===== config.mk =====
export PLATFORM = sky130hd
export DESIGN_NAME = fifoStatusRegs
export DESIGN_NICKNAME = d
export VERILOG_FILES = /design/src/rtl/fifo_status_pkg.sv /design/src/rtl/fifo_status_ctl.sv /design/src/rtl/fifo_status_dp.sv /design/src/rtl/fifoStatusRegs.sv
export SDC_FILE = /design/constraint.sdc
export NUM_CORES = 1
export LEC_CHECK = 0
export CORE_MARGIN = 3
export CORE_UTILIZATION = 41
export DETAILED_ROUTE_END_ITERATION = 6
export GPL_TIMING_DRIVEN = 0
export MAX_ROUTING_LAYER = met4
export PLACE_DENSITY = 0.85
export RECOVER_POWER = 25
export SLEW_MARGIN = 20
export SYNTH_ARGS = -nofsm -noshare
export SYNTH_HDL_FRONTEND = slang
export SYNTH_SLANG_ARGS = --single-unit

===== constraint.sdc =====
create_clock -name clk -period 3.3 [get_ports clk]
set_input_delay 0.66 -clock clk [delete_from_list [all_inputs] [get_ports clk]]
set_output_delay 0.66 -clock clk [all_outputs]
set_load 0.03 [all_outputs]

===== src/rtl/fifo_status_pkg.sv =====
package fifo_status_pkg;
  localparam int DATA_W = 32;
  localparam logic [DATA_W-1:0] INTR_MASK = 32'h0030_003F;
  localparam int FREE_W = 5;
  localparam int FREE_MAX = (1 << FREE_W) - 1;
  localparam int BUSY_BIT = FREE_W;
  localparam int SWAP_LSB = 28;

  typedef struct packed {
    logic selStatus;
    logic selIntr;
    logic loadIntr;
    logic loadFwd;
    logic popFwd;
  } ctlStrobes_t;
endpackage


===== src/rtl/fifo_status_ctl.sv =====
module fifo_status_ctl
  import fifo_status_pkg::*;
#(
  parameter int ADDR_W = 9,
  parameter logic [ADDR_W-1:0] STATUS_OFS = '0,
  parameter logic [ADDR_W-1:0] INTR_OFS = 4
) (
  input  logic              clk,
  input  logic              rstN,
  input  logic [ADDR_W-1:0] regAddr,
  input  logic              rdEn,
  input  logic              wrEn,
  input  logic              fwdValid,
  input  logic              fwdReady,
  output logic              wrReady,
  output ctlStrobes_t       strobes
);
  localparam int WORD_W = ADDR_W - 2;

  logic hitStatus;
  logic hitIntr;
  logic queueFree;

  assign hitStatus = regAddr[ADDR_W-1:2] == STATUS_OFS[ADDR_W-1:2];
  assign hitIntr   = regAddr[ADDR_W-1:2] == INTR_OFS[ADDR_W-1:2];
  assign queueFree = !fwdValid || fwdReady;

  always_comb begin
    wrReady           = hitIntr || queueFree;
    strobes.selStatus = rdEn && hitStatus;
    strobes.selIntr   = rdEn && hitIntr;
    strobes.loadIntr  = wrEn && hitIntr;
    strobes.loadFwd   = wrEn && !hitIntr && queueFree;
    strobes.popFwd    = fwdValid && fwdReady;
  end

  // a direct write is never held back by a stalled queue
  a_r6_direct_accept: assert property (@(posedge clk) disable iff (!rstN)
    (wrEn && hitIntr) |-> wrReady);

  // nothing new is loaded while the held pair is refused
  a_r8_no_load_stalled: assert property (@(posedge clk) disable iff (!rstN)
    (fwdValid && !fwdReady) |-> !strobes.loadFwd);

  logic [WORD_W-1:0] unusedWord;
  assign unusedWord = regAddr[ADDR_W-1:2];
endmodule


===== src/rtl/fifo_status_dp.sv =====
module fifo_status_dp
  import fifo_status_pkg::*;
#(
  parameter int ADDR_W = 9,
  parameter int COUNT_W = 7,
  parameter int SWAP_W = 3
) (
  input  logic              clk,
  input  logic              rstN,
  input  ctlStrobes_t       strobes,
  input  logic [COUNT_W-1:0] fifoCount,
  input  logic [SWAP_W-1:0] swapCount,
  input  logic [ADDR_W-1:0] regAddr,
  input  logic [DATA_W-1:0] wrData,
  output logic [DATA_W-1:0] rdData,
  output logic              fwdValid,
  output logic [ADDR_W-1:0] fwdAddr,
  output logic [DATA_W-1:0] fwdData
);
  localparam int SWAP_LIMIT = (1 << SWAP_W) - 1;
  localparam int SAT_COUNT = FREE_MAX + 1;

  logic [DATA_W-1:0] intrReg;
  logic [DATA_W-1:0] statusWord;
  logic [FREE_W-1:0] freeSlots;
  logic              queueBusy;

  // status encoding
  always_comb begin
    if (32'(fifoCount) < SAT_COUNT)
      freeSlots = FREE_W'(FREE_MAX) - fifoCount[FREE_W-1:0];
    else
      freeSlots = '0;
    queueBusy = fifoCount != '0;
    statusWord = '0;
    statusWord[FREE_W-1:0] = freeSlots;
    statusWord[BUSY_BIT] = queueBusy;
    if (32'(swapCount) < SWAP_LIMIT)
      statusWord[SWAP_LSB +: SWAP_W] = swapCount;
  end

  // read mux
  always_comb begin
    rdData = '0;
    if (strobes.selStatus)
      rdData = statusWord;
    else if (strobes.selIntr)
      rdData = intrReg;
  end

  // direct-write register
  always_ff @(posedge clk) begin
    if (!rstN)
      intrReg <= '0;
    else if (strobes.loadIntr)
      intrReg <= wrData & INTR_MASK;
  end

  // forwarded write holding stage
  always_ff @(posedge clk) begin
    if (!rstN) begin
      fwdValid <= 1'b0;
      fwdAddr  <= '0;
      fwdData  <= '0;
    end else if (strobes.loadFwd) begin
      fwdValid <= 1'b1;
      fwdAddr  <= regAddr;
      fwdData  <= wrData;
    end else if (strobes.popFwd) begin
      fwdValid <= 1'b0;
    end
  end

  // stored value is the masked write data of the previous cycle
  a_r4_masked_store: assert property (@(posedge clk) disable iff (!rstN)
    strobes.loadIntr |=> intrReg == ($past(wrData) & INTR_MASK));

  // a refused pair stays in place
  a_r7_hold_stable: assert property (@(posedge clk) disable iff (!rstN)
    (fwdValid && !strobes.popFwd && !strobes.loadFwd) |=>
      (fwdValid && $stable(fwdAddr) && $stable(fwdData)));

  // an idle queue always shows the full free count
  always_comb begin
    if (rstN && !statusWord[BUSY_BIT])
      a_r1_idle_full: assert (statusWord[FREE_W-1:0] == FREE_W'(FREE_MAX));
  end

  // no stray bits in the status word
  always_comb begin
    if (rstN)
      a_r3_reserved_zero: assert (statusWord[SWAP_LSB-1:BUSY_BIT+1] == '0 &&
        statusWord[DATA_W-1:SWAP_LSB+SWAP_W] == '0);
  end
endmodule


===== src/rtl/fifoStatusRegs.sv =====
module fifoStatusRegs
  import fifo_status_pkg::*;
#(
  parameter int ADDR_W = 9,
  parameter int COUNT_W = 7,
  parameter int SWAP_W = 3,
  parameter logic [ADDR_W-1:0] STATUS_OFS = '0,
  parameter logic [ADDR_W-1:0] INTR_OFS = 4
) (
  input  logic               clk,
  input  logic               rstN,
  input  logic [COUNT_W-1:0] fifoCount,
  input  logic [SWAP_W-1:0]  swapCount,
  input  logic [ADDR_W-1:0]  regAddr,
  input  logic               rdEn,
  input  logic               wrEn,
  input  logic [31:0]        wrData,
  output logic               wrReady,
  output logic [31:0]        rdData,
  output logic               fwdValid,
  output logic [ADDR_W-1:0]  fwdAddr,
  output logic [31:0]        fwdData,
  input  logic               fwdReady
);
  ctlStrobes_t strobes;

  fifo_status_ctl #(
    .ADDR_W(ADDR_W), .STATUS_OFS(STATUS_OFS), .INTR_OFS(INTR_OFS)
  ) ctl (
    .clk(clk), .rstN(rstN), .regAddr(regAddr), .rdEn(rdEn), .wrEn(wrEn),
    .fwdValid(fwdValid), .fwdReady(fwdReady), .wrReady(wrReady),
    .strobes(strobes)
  );

  fifo_status_dp #(
    .ADDR_W(ADDR_W), .COUNT_W(COUNT_W), .SWAP_W(SWAP_W)
  ) dp (
    .clk(clk), .rstN(rstN), .strobes(strobes), .fifoCount(fifoCount),
    .swapCount(swapCount), .regAddr(regAddr), .wrData(wrData),
    .rdData(rdData), .fwdValid(fwdValid), .fwdAddr(fwdAddr),
    .fwdData(fwdData)
  );

  // the forward port comes out of reset empty
  a_r5_reset_empty: assert property (@(posedge clk)
    !rstN |=> !fwdValid);
endmodule


==> results_tabular.tex <==
\begin{tabular}{lr}
\hline
Metric & Value \\
\hline
\multicolumn{2}{l}{\textbf{Routing}} \\
Antenna-violating nets left & 0 \\
Drt total wl & 6406 um \\
Detailed-router iteration count before antenna repair & 5 \\
Via count & around 2,300 \\
Post-detailed-route wirelength per cell & around 14 um \\
Number of design-rule violations left by the first detailed-router iteration & 56 \\
Number of remaining DRC errors & 0 \\
Vias per inst & about 4.8 \\
\multicolumn{2}{l}{\textbf{Timing}} \\
Fin. Hold Viols & 0 \\
Worst max-slew margin expressed relative to the limit & between 50\% and 60\% \\
Setup slack of the critical path after layout & around 0.073 ns \\
Worst hold-check slack & between 0.4 and 0.5 ns \\
Portion of the clock cycle consumed by the worst path in the final layout & between 90\% and 100\% \\
FMAX & around 0.31 GHz \\
Minimum clock period & 3.227 ns \\
Post-route clock skew & between 0.009 and 0.01 ns \\
Final setup violation count & 0 \\
Final Max Tran Viols & 0 \\
Worst-margin pin slew & roughly 0.64 ns \\
RSZ-0062 raised after global routing & no \\
\multicolumn{2}{l}{\textbf{Floorplan}} \\
Starting Density & 43.95\% \\
Placement Rows & 26 \\
Die span in x & 81.16 um \\
Area of the core & $\sim$5300 um2 \\
Die height & a little over 80 um \\
Die ar. & 6586 um2 \\
Top Ports & 131 \\
\multicolumn{2}{l}{\textbf{Global route}} \\
Most used routing layer & met2 \\
Vias in the first global route & between 2,000 and 2,500 \\
Global Route met2 Usage & 33.09\% \\
Gr ovfl total & 0 \\
GR Util All Layers & around 19\% \\
Met1 Track Usage GR & a little under a quarter \\
Global-route wire length before repair & 9749 um \\
Pin count of the biggest net entering global routing & 16 \\
Initial antenna violation count & 0 \\
Met3 layer usage reported by global route & 4.767\% \\
\multicolumn{2}{l}{\textbf{Cells and area}} \\
Final cell count without fillers & 473 \\
Layout Area Growth over Synthesis & 61.05\% \\
Area taken by flip-flops and latches & between 1000 and 1500 um2 \\
Area occupied by multi-input gates & 1167 um2 \\
Inserted Diodes & 0 \\
Final-stage net count & about 460 \\
Share of cells above drive strength 1 & around an eighth \\
Finished layout cell area & around 3700 um2 \\
Final-layout fill cell count & 443 \\
\multicolumn{2}{l}{\textbf{CTS}} \\
Total clock sinks & 50 \\
TritonCTS clock tree & yes \\
Number of hold buffers added after cts & 0 \\
Maximum count of clock buffers along a single path & 2 \\
Number of buffers created by CTS & 5 \\
Root Driver & sky130\_fd\_sc\_hd\_\_clkbuf\_8 \\
Clock transition at the registers of the reported paths & around 0.08 ns \\
Clock latency reported for the late side of the worst-skew pair & roughly 0.30 ns \\
H-Tree Level Count & 2 \\
\multicolumn{2}{l}{\textbf{Synthesis}} \\
Multiplexer share of the synthesized area & about a fifth \\
Area share of and/or/nand/nor cells after synthesis & about a fifth \\
Most used flip-flop cell after synthesis & sky130\_fd\_sc\_hd\_\_dfxtp\_1 \\
Synth cell count leaders & sky130\_fd\_sc\_hd\_\_nand2\_1, sky130\_fd\_sc\_hd\_\_dfxtp\_1, sky130\_fd\_sc\_hd\_\_mux2i\_1 \\
Fraction of the mapped netlist area in compound gates & 5.457\% \\
Synth Area in Adders & 0\% \\
Largest family of logic cells by synthesized area & simple AND/OR/NAND/NOR gates \\
Syn\_area\_per\_cell & 8.707 um2 \\
Biggest area consumer among synthesized cells & sky130\_fd\_sc\_hd\_\_dfxtp\_1 \\
Register bit count reported by yosys & 50 \\
Xor and xnor area share after synthesis & 0\% \\
Synthesized instance count & around 270 \\
Async set or reset register ratio after synthesis & 0\% \\
Count of warnings emitted by yosys & 0 \\
Number of distinct library cell variants in the gate-level netlist after synthesis & 29 \\
Syn Std Cell Area & roughly 2300 um2 \\
Register area share after synthesis & between 40\% and 50\% \\
Largest cells by area after synthesis & sky130\_fd\_sc\_hd\_\_dfxtp\_1, sky130\_fd\_sc\_hd\_\_mux2i\_1, sky130\_fd\_sc\_hd\_\_nand2\_1, sky130\_fd\_sc\_hd\_\_buf\_4, sky130\_fd\_sc\_hd\_\_clkbuf\_1 \\
Yosys top cell area share & between 40 and 50\% \\
Cell with the most instances after synthesis & sky130\_fd\_sc\_hd\_\_nand2\_1 \\
Number of flops mapped to enable cells by yosys & 0 \\
\multicolumn{2}{l}{\textbf{Worst setup path}} \\
Setup CP Type & input pin to output pin \\
Dominant cell type by count on the critical path & sky130\_fd\_sc\_hd\_\_clkdlybuf4s50\_1 \\
Largest incremental delay on the critical path & between 0.6 and 0.7 ns \\
Required time worst endpoint & 2.64 ns \\
Startpoint class of the critical path & input pin \\
Highest fanout seen on the critical path & 6 \\
Slowest CP cell & sky130\_fd\_sc\_hd\_\_clkdlybuf4s50\_1 \\
CP Buf/Inv Count & 3 \\
Worst setup EP type & output pin \\
Worst EP arrival & between 2 and 3 ns \\
Kind of cell with the highest combined delay on the critical path & buffers and inverters \\
Cells along the critical path & clkdlybuf4s50\_1 > nor4\_4 > buf\_4 > nand3\_1 > nand2\_1 > clkdlybuf4s50\_1 \\
\multicolumn{2}{l}{\textbf{Pwr}} \\
Static Leakage & roughly 1.8 nW \\
Areal power density over the cells & 414.5 nW/um2 \\
IR Drop Worst-Case VDD & $\sim$260 uV \\
\multicolumn{2}{l}{\textbf{Place}} \\
HPWL reported at the end of detailed placement & approximately 5000 um \\
\# port buffers & 108 \\
Cell area reported after detailed placement & $\sim$3600 um2 \\
Cell Count Post-Placement & between 400 and 500 \\
Final GP Congestion & roughly 0.73 \\
Worst Setup Slack post-DPL & -0.5623 ns \\
\multicolumn{2}{l}{\textbf{Job}} \\
Reported max-cap violation count & 0 \\
\multicolumn{2}{l}{\textbf{Status}} \\
Run status & completed \\
\multicolumn{2}{l}{\textbf{Hold path}} \\
Hold WC Path Type & flip-flop to flip-flop \\
\hline
\end{tabular}
## report_power, final
part,internal (W),switching [W]
logic,0.000165,0.000202
registers,0.000638,0.0000164
clock network,0.000323,0.000201
total,0.00113,0.000420
## cell families (layout without fill, tap and decap cells)
kind of cell    Yosys count  in the layout
buf+inv                  41            158
flops                    50             50
compound gates           16             16
simple gates            111            111
mux                      47             47
other cells               1             21
## layout make-up
type	instances	area share [%]
timing repair buffer	109	29.25
inverter	4	0.4025
clock buffer	6	2.214
tap	70	2.348
buffer	37	6.038
multi-input combinational	195	31.30
clock inverter	2	1.610
sequential	50	26.84
## placed cells by master, fill, tap and decap left out
cell type / instances
sky130_fd_sc_hd__nand3_4: 1
sky130_fd_sc_hd__and3_1: 3
sky130_fd_sc_hd__o221a_2: 1
sky130_fd_sc_hd__a311oi_1: 1
sky130_fd_sc_hd__a21o_1: 1
sky130_fd_sc_hd__nand4_2: 1
sky130_fd_sc_hd__nor2_2: 1
sky130_fd_sc_hd__mux2i_1: 47
sky130_fd_sc_hd__o22ai_1: 2
sky130_fd_sc_hd__clkdlybuf4s15_2: 2
sky130_fd_sc_hd__inv_1: 4
sky130_fd_sc_hd__bufinv_16: 2
sky130_fd_sc_hd__a2111oi_2: 3
sky130_fd_sc_hd__dfxtp_1: 50
sky130_fd_sc_hd__nor3_1: 1
sky130_fd_sc_hd__clkbuf_8: 6
sky130_fd_sc_hd__a21oi_1: 5
sky130_fd_sc_hd__conb_1: 21
sky130_fd_sc_hd__clkbuf_2: 1
sky130_fd_sc_hd__nor2_1: 5
sky130_fd_sc_hd__dlygate4sd3_1: 23
sky130_fd_sc_hd__nor2b_1: 1
sky130_fd_sc_hd__a31oi_1: 1
sky130_fd_sc_hd__nor4_4: 1
sky130_fd_sc_hd__nand2_1: 90
sky130_fd_sc_hd__nand2b_1: 1
sky130_fd_sc_hd__clkbuf_1: 10
sky130_fd_sc_hd__buf_2: 6
sky130_fd_sc_hd__dlygate4sd2_1: 4
sky130_fd_sc_hd__o21a_1: 1
sky130_fd_sc_hd__a211oi_1: 1
sky130_fd_sc_hd__nor4_1: 5
sky130_fd_sc_hd__clkdlybuf4s50_1: 74
sky130_fd_sc_hd__dlymetal6s2s_1: 4
sky130_fd_sc_hd__nand3_1: 1
sky130_fd_sc_hd__buf_4: 22
## tightest hold or removal path, stage by stage (launching register included)
cell and delay (ns):
sky130_fd_sc_hd__dfxtp_1 0.31, sky130_fd_sc_hd__nand2_1 0.05, sky130_fd_sc_hd__mux2i_1 0.05
## through the flow
| stage | TNS (ns) | total power (W) | utilization, % |
|---|---|---|---|
| 2_1_floorplan | 0 | 0.0008762 | - |
| 3_3_place_gp | -3.626 | 0.001034 | 67.55 |
| 3_5_place_dp | -3.732 | 0.001040 | 67.55 |
| 4_1_cts | 0 | 0.001564 | 70.39 |
| 5_1_grt | 0 | 0.001617 | 70.77 |
| 6_report | 0 | 0.001546 | 70.77 |
## flip-flops by register name (all words and copies together) (netlist names)
register,cells
dp.intrReg,8
dp.fwdValid,1
dp.fwdAddr,9
dp.fwdData,32
## metal layers
layer / routed length (um) / vias up
met1: 2632 / 1033
li1: - / 1113
met5: 0 / -
met2: 3132 / 109
met4: 45 / 0
met3: 595 / 5
## worst paths after layout
path | end | startpoint | slack (ns) | cells past startpoint
max | wrReady | regAddr[3] | 0.07 | 6
min | dp.fwdData[3]$_SDFFE_PN0P_ | dp.fwdData[3]$_SDFFE_PN0P_ | 0.46 | 2
max reg2reg | dp.fwdData[8]$_SDFFE_PN0P_ | dp.fwdValid$_SDFFE_PN0P_ | 1.49 | 4
min reg2reg | dp.fwdData[3]$_SDFFE_PN0P_ | dp.fwdData[3]$_SDFFE_PN0P_ | 0.46 | 2
## what timing repair did
item	4_1_cts	5_1_grt
setup endpoints to repair	12	7
hold endpoints to repair	0	0
pin swaps	1	1
gates resized for setup	16	9
buffers inserted	1	0
(Power assumes the default switching activity.)
